$ cat src/rtl/link_sup_pkg.sv
package link_sup_pkg;
  typedef enum logic {
    M_HOLD = 1'b0,
    M_RUN  = 1'b1
  } m_state_t;

  typedef enum logic [1:0] {
    S_IDLE   = 2'd0,
    S_RUN    = 2'd1,
    S_FROZEN = 2'd2
  } s_state_t;
endpackage

$ cat src/rtl/cyc_timer.sv
// Counts enabled cycles; done pulses in the LIMIT-th consecutive enabled
// cycle without a clear. Returns to zero whenever disabled or cleared.
module cyc_timer #(
  parameter int LIMIT = 556
) (
  input  logic clk,
  input  logic rst_n,
  input  logic en,
  input  logic clr,
  output logic done
);
  localparam int W = (LIMIT > 1) ? $clog2(LIMIT) : 1;
  localparam logic [W-1:0] LAST = W'(LIMIT - 1);

  logic [W-1:0] cnt;

  always_ff @(posedge clk or negedge rst_n) begin
    if (!rst_n)          cnt <= '0;
    else if (!en || clr) cnt <= '0;
    else if (cnt != LAST) cnt <= cnt + W'(1);
  end

  assign done = en && !clr && (cnt == LAST);
endmodule

$ cat src/rtl/ss_sync.sv
// Brings the select line into the slave's clock domain; resets to inactive.
module ss_sync #(
  parameter int STAGES = 2
) (
  input  logic clk,
  input  logic rst_n,
  input  logic ss_n_in,
  output logic ss_act
);
  logic [STAGES-1:0] q;

  for (genvar i = 0; i < STAGES; i++) begin : g_stage
    if (i == 0) begin : g_first
      always_ff @(posedge clk or negedge rst_n) begin
        if (!rst_n) q[0] <= 1'b1;
        else        q[0] <= ss_n_in;
      end
    end else begin : g_next
      always_ff @(posedge clk or negedge rst_n) begin
        if (!rst_n) q[i] <= 1'b1;
        else        q[i] <= q[i-1];
      end
    end
  end

  assign ss_act = ~q[STAGES-1];
endmodule

$ cat src/rtl/master_sup.sv
module master_sup
  import link_sup_pkg::*;
#(
  parameter int TIMEOUT = 556,
  parameter int HOLDOFF = 64
) (
  input  logic clk,
  input  logic rst_n,
  input  logic pkt_done,
  input  logic pkt_err,
  output logic ss_n,
  output logic proc_rst,
  output logic pkt_ok
);
  m_state_t st;
  logic     hold_done, stall_done, running;

  assign running = (st == M_RUN);

  cyc_timer #(.LIMIT(HOLDOFF)) u_hold (
    .clk(clk), .rst_n(rst_n), .en(!running), .clr(1'b0), .done(hold_done)
  );

  cyc_timer #(.LIMIT(TIMEOUT)) u_stall (
    .clk(clk), .rst_n(rst_n), .en(running), .clr(pkt_done), .done(stall_done)
  );

  always_ff @(posedge clk or negedge rst_n) begin
    if (!rst_n) st <= M_HOLD;
    else begin
      case (st)
        M_HOLD:  if (hold_done) st <= M_RUN;
        default: if ((pkt_done && pkt_err) || stall_done) st <= M_HOLD;
      endcase
    end
  end

  assign ss_n     = !running;
  assign proc_rst = !running;
  assign pkt_ok   = running && pkt_done && !pkt_err;

  // an error packet while running sends the master to hold next cycle
  a_r3_err_to_hold: assert property (@(posedge clk) disable iff (!rst_n)
    (running && pkt_done && pkt_err) |=> ss_n);

  // a good packet is never followed by a drop of select
  a_r2_ok_keeps_run: assert property (@(posedge clk) disable iff (!rst_n)
    pkt_ok |=> !ss_n);

  // select is only raised to active after the hold-off window ends
  a_r1_release_after_hold: assert property (@(posedge clk) disable iff (!rst_n)
    $fell(ss_n) |-> $past(hold_done));
endmodule

$ cat src/rtl/slave_sup.sv
module slave_sup
  import link_sup_pkg::*;
#(
  parameter int TIMEOUT     = 556,
  parameter int SYNC_STAGES = 2,
  parameter int CNT_W       = 16
) (
  input  logic             clk,
  input  logic             rst_n,
  input  logic             ss_n,
  input  logic             pkt_done,
  input  logic             pkt_err,
  output logic             proc_rst,
  output logic             frozen,
  output logic             pkt_ok,
  output logic [CNT_W-1:0] restart_cnt
);
  localparam logic [CNT_W-1:0] CNT_MAX = '1;

  s_state_t st;
  logic     ss_act, stall_done, running, seen_run;

  assign running = (st == S_RUN);

  ss_sync #(.STAGES(SYNC_STAGES)) u_sync (
    .clk(clk), .rst_n(rst_n), .ss_n_in(ss_n), .ss_act(ss_act)
  );

  cyc_timer #(.LIMIT(TIMEOUT)) u_stall (
    .clk(clk), .rst_n(rst_n), .en(running), .clr(pkt_done), .done(stall_done)
  );

  always_ff @(posedge clk or negedge rst_n) begin
    if (!rst_n) begin
      st          <= S_IDLE;
      seen_run    <= 1'b0;
      restart_cnt <= '0;
    end else if (!ss_act) begin
      st <= S_IDLE;
    end else begin
      case (st)
        S_IDLE: begin
          st       <= S_RUN;
          seen_run <= 1'b1;
          if (seen_run && restart_cnt != CNT_MAX)
            restart_cnt <= restart_cnt + CNT_W'(1);
        end
        S_RUN:   if ((pkt_done && pkt_err) || stall_done) st <= S_FROZEN;
        default: st <= S_FROZEN;
      endcase
    end
  end

  assign proc_rst = (st == S_IDLE);
  assign frozen   = (st == S_FROZEN);
  assign pkt_ok   = running && pkt_done && !pkt_err;

  // an error packet while running freezes the slave next cycle
  a_r6_err_freezes: assert property (@(posedge clk) disable iff (!rst_n)
    (running && ss_act && pkt_done && pkt_err) |=> frozen);

  // the frozen state persists while select stays active
  a_r8_frozen_holds: assert property (@(posedge clk) disable iff (!rst_n)
    (frozen && ss_act) |=> frozen);

  // loss of select always resets the slave processes
  a_r5_drop_resets: assert property (@(posedge clk) disable iff (!rst_n)
    !ss_act |=> proc_rst);

  // counter sticks at its maximum
  a_r9_cnt_saturates: assert property (@(posedge clk) disable iff (!rst_n)
    (restart_cnt == CNT_MAX) |=> (restart_cnt == CNT_MAX));

  // counter only ever steps up by one
  a_r9_cnt_step: assert property (@(posedge clk) disable iff (!rst_n)
    (restart_cnt != $past(restart_cnt)) |-> (restart_cnt == $past(restart_cnt) + CNT_W'(1)));
endmodule

$ cat src/rtl/link_restart_sup.sv
module link_restart_sup #(
  parameter int M_TIMEOUT   = 556,
  parameter int S_TIMEOUT   = 556,
  parameter int HOLDOFF     = 64,
  parameter int SYNC_STAGES = 2,
  parameter int CNT_W       = 16
) (
  input  logic             clk,
  input  logic             m_rst_n,
  input  logic             s_rst_n,
  input  logic             m_pkt_done,
  input  logic             m_pkt_err,
  input  logic             s_pkt_done,
  input  logic             s_pkt_err,
  output logic             ss_n,
  output logic             m_proc_rst,
  output logic             m_pkt_ok,
  output logic             s_proc_rst,
  output logic             s_frozen,
  output logic             s_pkt_ok,
  output logic [CNT_W-1:0] s_restart_cnt
);
  master_sup #(.TIMEOUT(M_TIMEOUT), .HOLDOFF(HOLDOFF)) u_master (
    .clk(clk), .rst_n(m_rst_n), .pkt_done(m_pkt_done), .pkt_err(m_pkt_err),
    .ss_n(ss_n), .proc_rst(m_proc_rst), .pkt_ok(m_pkt_ok)
  );

  slave_sup #(.TIMEOUT(S_TIMEOUT), .SYNC_STAGES(SYNC_STAGES), .CNT_W(CNT_W)) u_slave (
    .clk(clk), .rst_n(s_rst_n), .ss_n(ss_n), .pkt_done(s_pkt_done),
    .pkt_err(s_pkt_err), .proc_rst(s_proc_rst), .frozen(s_frozen),
    .pkt_ok(s_pkt_ok), .restart_cnt(s_restart_cnt)
  );
endmodule

$ cat config.mk
export PLATFORM = sky130hd
export DESIGN_NAME = link_restart_sup
export DESIGN_NICKNAME = d
export VERILOG_FILES = /design/src/rtl/link_sup_pkg.sv /design/src/rtl/cyc_timer.sv /design/src/rtl/ss_sync.sv /design/src/rtl/master_sup.sv /design/src/rtl/slave_sup.sv /design/src/rtl/link_restart_sup.sv
export SDC_FILE = /design/constraint.sdc
export NUM_CORES = 1
export LEC_CHECK = 0
export BUFFER_PORTS_ARGS = -buffer_cell sky130_fd_sc_hd__buf_4
export CORE_MARGIN = 2
export CORE_UTILIZATION = 40
export DETAILED_ROUTE_END_ITERATION = 10
export PLACE_DENSITY = 0.62
export SYNTH_ARGS = -nofsm -noshare
export SYNTH_HDL_FRONTEND = slang
export SYNTH_HIERARCHICAL = 1
export SYNTH_SLANG_ARGS = --single-unit
$ cat constraint.sdc
create_clock -name clk -period 2.55 [get_ports clk]
set_clock_uncertainty 0.05 [all_clocks]
set_input_delay 0.51 -clock clk [delete_from_list [all_inputs] [get_ports clk]]
set_output_delay 0.51 -clock clk [all_outputs]
set_load 0.02 [all_outputs]
After elaboration in Yosys (flattened, before gate mapping)
Index checks and enable logic that the tools add are counted.

Bits in registers: 48. Input bits: 7. Logic and storage cells: 64.

Add/subtract/negate cells: 4. Equality and inequality tests: 10. Muxes and demuxes: 12. Bitwise gates (word level): 1. Reductions and logical operators: 28.

Operator list (number): 10-bit two-way mux (4); 10-bit by 1-bit adder with 10-bit output (second input constant) (2); 10-bit == test (second input constant) (2); 10-bit inequality test (second input constant) (2); 16-bit by 1-bit adder with 16-bit output (second input constant) (1); 16-bit inequality test (second input constant) (1); 1-bit logical AND (12); 6-bit two-way mux (2); 6-bit by 1-bit adder with 6-bit output (second input constant) (1); 6-bit == test (second input constant) (1); 1-bit logical NOT (6); 6-bit inequality test (second input constant) (1); 2-bit nonzero test (3); 1-bit logical OR (4); 2-bit two-way mux (2); 2-bit one-hot mux with 2 select lines (1); 1-bit two-way mux (3); 3-bit inequality test (second input constant) (1); 3-bit AND reduction (1); 2-bit by 1-bit == test with 1-bit output (second input constant) (1); 2-bit == test (second input constant) (1); 2-bit logical NOT (1); 2-bit AND reduction (1); 1-bit inverter (1).

Depth between registers and ports, before layout
Word-level depth: 7. Depth in mapped cells: 7.

Modules after synthesis
Netlist, hierarchy kept.

By module, submodules not included: cyc_timer at u_master.u_stall ... (instances 2, cells an instance 57, area each 543.0 um^2); slave_sup (instances 1, cells an instance 87, area each 1017.2 um^2); cyc_timer at u_master.u_hold (instances 1, cells an instance 31, area each 309.0 um^2); master_sup (instances 1, cells an instance 7, area each 63.8 um^2); ss_sync (instances 1, cells an instance 3, area each 56.3 um^2).

Worst setup path after synthesis
OpenSTA, ideal clock, no wires.

Path type: reg-to-reg. From: register u_slave.restart_cnt[0]. To: register u_slave.restart_cnt[1]. Library setup time: 0.128 ns. Arrival time: 1.757 ns. Slack: 0.616 ns. Stages on the path, launching flop included: 6. Clock period less this slack: 1.934 ns. Path through: dfrtp_1 -> ha_1 -> and3_1 -> and4bb_2 -> nor2b_1 -> mux2_1.

Cells in the longest elaborated chain, start to end: 3. Elaborated cells between the ends (all ways): 4.

Ends and longest elaborated chain: start: declaration (RTL line slave_sup.sv:16) `output logic [CNT_W-1:0] restart_cnt`; start signal: assignment (RTL line slave_sup.sv:46) `restart_cnt <= restart_cnt + CNT_W'(1);`; branches (longest 3 deep; another with 16-bit by 1-bit adder with 16-bit output).

Parallel ways; which one is timed is not known. A chain may end at the register's enable or synchronous reset.

Worst setup path in the final report
Ends and elaborated chain as after synthesis.

==> flow_metrics.tcl <==
set metrics [dict create \
    n_antenna_cell 0 \
    first_pass_iters 4 \
    syn_inst 242 \
    routed_wl_um 4830 \
    async_reset_ff_share_pct 100 \
    min_period_ns 1.97 \
    core-area_um2 6030 \
    synth_cell_types 50 \
    post_cts_buffers 0 \
    status "completed" \
    ys_ff_latch 48 \
    seq_area_frac_synth_pct 47.5 \
    slew_viol_final 0 \
    ctsHoldBuffers 0 \
    cts_sinks 48 \
    clock_latency_ns 0.29 \
    cp_top_family "simple AND/OR/NAND/NOR gates" \
    wl_per_cell_um 13.9 \
    endpoint_kind "flip-flop" \
    ir_drop_uv 293 \
    synth_edf_count 0 \
    routabilityCongestion 0.801 \
    crit_required_ns 2.68 \
    initial_utilization_pct 42.0 \
    port_buffers 28 \
    path_clk_slew_ns 0.09 \
    post-route-util_pct 48.4 \
    grt_max_degree 32 \
    crit_fanout 7 \
    hp-class "in2async" \
    grt.total_usage_pct 14.7 \
    die_x_um 83.6 \
    worst_setup_path_start_kind "flip-flop" \
    p_leak_nw 1.28 \
    crit_chain "ha_1 > and3_1 > and4bb_2 > nor2b_1 > mux2_1" \
    synthFlopType "dfrtp_1" \
    cts_buffers 5 \
    worstReg2RegStart "u_slave/restart_cnt[0]" \
    grt_pass1_wl_um 8560 \
    worstPathArrival_ns 2.10 \
    viasPerCell 5.51 \
    core.rowCount 28 \
    htreeDepth 2 \
    vias 1917 \
    drt_iter0_drc 135 \
    die_area_um2 6980 \
    grt-ovfl-total 0 \
    hold_violations 0 \
    setup_tns_ns 0 \
    cpPeakStageDelay_ns 0.46 \
    worst-path-buf-inv 0 \
    drive_above_1_share_pct 20.1 \
    antenna_found_initial 0 \
    ff2ff_setup_slack_ns 0.58 \
    die_y_um 83.6 \
    dp_hpwl_um 3390 \
    syn-cell-area_um2 2530 \
    fmax_mhz 508 \
    synth.avg_cell_area_um2 10.5 \
    rr_endpoint "u_slave/restart_cnt[1]" \
    worst_path_max_delay_cell "dfrtp_1" \
    path_class "reg2reg" \
    layout_commonest_cell "dfrtp_1" \
    root_buffer "clkbuf_8" \
    nNetsFinal 283 \
    finalSetupViolCount 0 \
    startpoint "u_slave/restart_cnt[0]" \
    finalCritPeriodShare_pct 77.2 \
    ctsLongestPathBuffers 2 \
    max_cap_violations 0 \
    io_pins 29 \
    rsz0062_at_grt "false" \
    remaining_drc_errors 0 \
    syn_to_final_growth_pct 15.2 \
    most-common-layout-cells "46 x dfrtp_1, 28 x buf_4, 17 x a21oi_1" \
    grt_pass1_vias 1794 \
    r2r_cells 5 \
    p_per_area_nw_per_um2 461 \
    cts_tree "done" \
    ant_nets 0 \
    synth_warnings 6 \
    post_cts_resized 0 \
]
[cell usage after synthesis, types with 3 or more instances]
master	instances	area share, %
a21oi_1	17	3.4
a31oi_1	5	1.2
and2_1	3	0.74
and3_1	3	0.74
buf_2	3	0.59
dfrtp_1	46	45
ha_1	4	2.0
inv_1	4	0.59
nand2_1	12	1.8
nand2b_1	10	2.5
nand3_1	15	3.0
nand4_1	5	1.2
nor2_1	7	1.0
nor2b_1	7	1.7
nor3_1	8	1.6
nor3b_1	4	1.2
nor4_1	4	0.99
nor4_2	5	2.5
o21ai_0	11	2.2
o31ai_1	4	1.2
or3_1	8	2.0
xor2_1	13	4.5
[routing by layer]
layer,global-route usage (%),share of wire [%]
met5,0,0
met1,22.1,54
met3,4.55,3.4
met4,3.08,0.50
met2,20.7,42
[state kept, by name (all words and copies together), names as in the netlist]
signal	count
u_master/u_hold/cnt	6
u_slave/st	2
u_slave/u_stall/cnt	10
u_slave/seen_run	1
u_slave/u_sync/q	2
u_master/u_stall/cnt	10
u_master/running	1
u_slave/restart_cnt	16
[layout make-up]
type / instances / area, µm²
fillers: 571 / 3110
multi-input cells: 185 / 1290
flip-flops and latches: 48 / 1200
repair buffers: 28 / 210
well taps: 75 / 93.8
clock buffers: 7 / 76.3
clock inverters: 1 / 30.0
inverters: 4 / 15.0
[cell families after synthesis]
| logic type | after synthesis | share of synthesized area [%] |
|---|---|---|
| other | 1 | 0.148 |
| DFF | 48 | 47.5 |
| xor gates and xnor gates | 15 | 5.19 |
| AOI/OAI and AO/OA | 51 | 13.2 |
| adders and majority gates | 4 | 1.98 |
| muxes | 4 | 1.73 |
| and+or+nand+nor | 109 | 28.5 |
| buffers and inverters | 10 | 1.78 |
[worst max path at each step]
stage                                   endpoint  depth (start not counted)
after floorplan           u_slave/restart_cnt[1]                          5
after global placement    u_slave/restart_cnt[1]                          5
after detailed placement  u_slave/restart_cnt[1]                          5
after CTS                 u_slave/restart_cnt[1]                          5
after global routing      u_slave/restart_cnt[1]                          5
final                     u_slave/restart_cnt[1]                          5
[power breakdown]
| group | internal, W | total, W | switching, W |
|---|---|---|---|
| Combinational | 0.0000124 | 0.0000346 | 0.0000223 |
| Clock | 0.000294 | 0.000542 | 0.000248 |
| Sequential | 0.000764 | 0.000769 | 0.00000473 |
| Total | 0.00107 | 0.00135 | 0.000275 |
[through the flow]
stage	area [µm²]	setup slack, ns	hold slack [ns]	std cells	total power [W]
2_1_floorplan	2540	0.616	0.164	243	0.000793
3_3_place_gp	2810	0.641	0.296	340	0.000819
3_5_place_dp	2810	0.603	0.297	340	0.000820
4_1_cts	2920	0.580	0.00952	348	0.00138
5_1_grt	2920	0.469	0.00789	348	0.00141
6_report	2920	0.582	0.0150	348	0.00135
No activity file was read; power rests on OpenSTA's default activity.
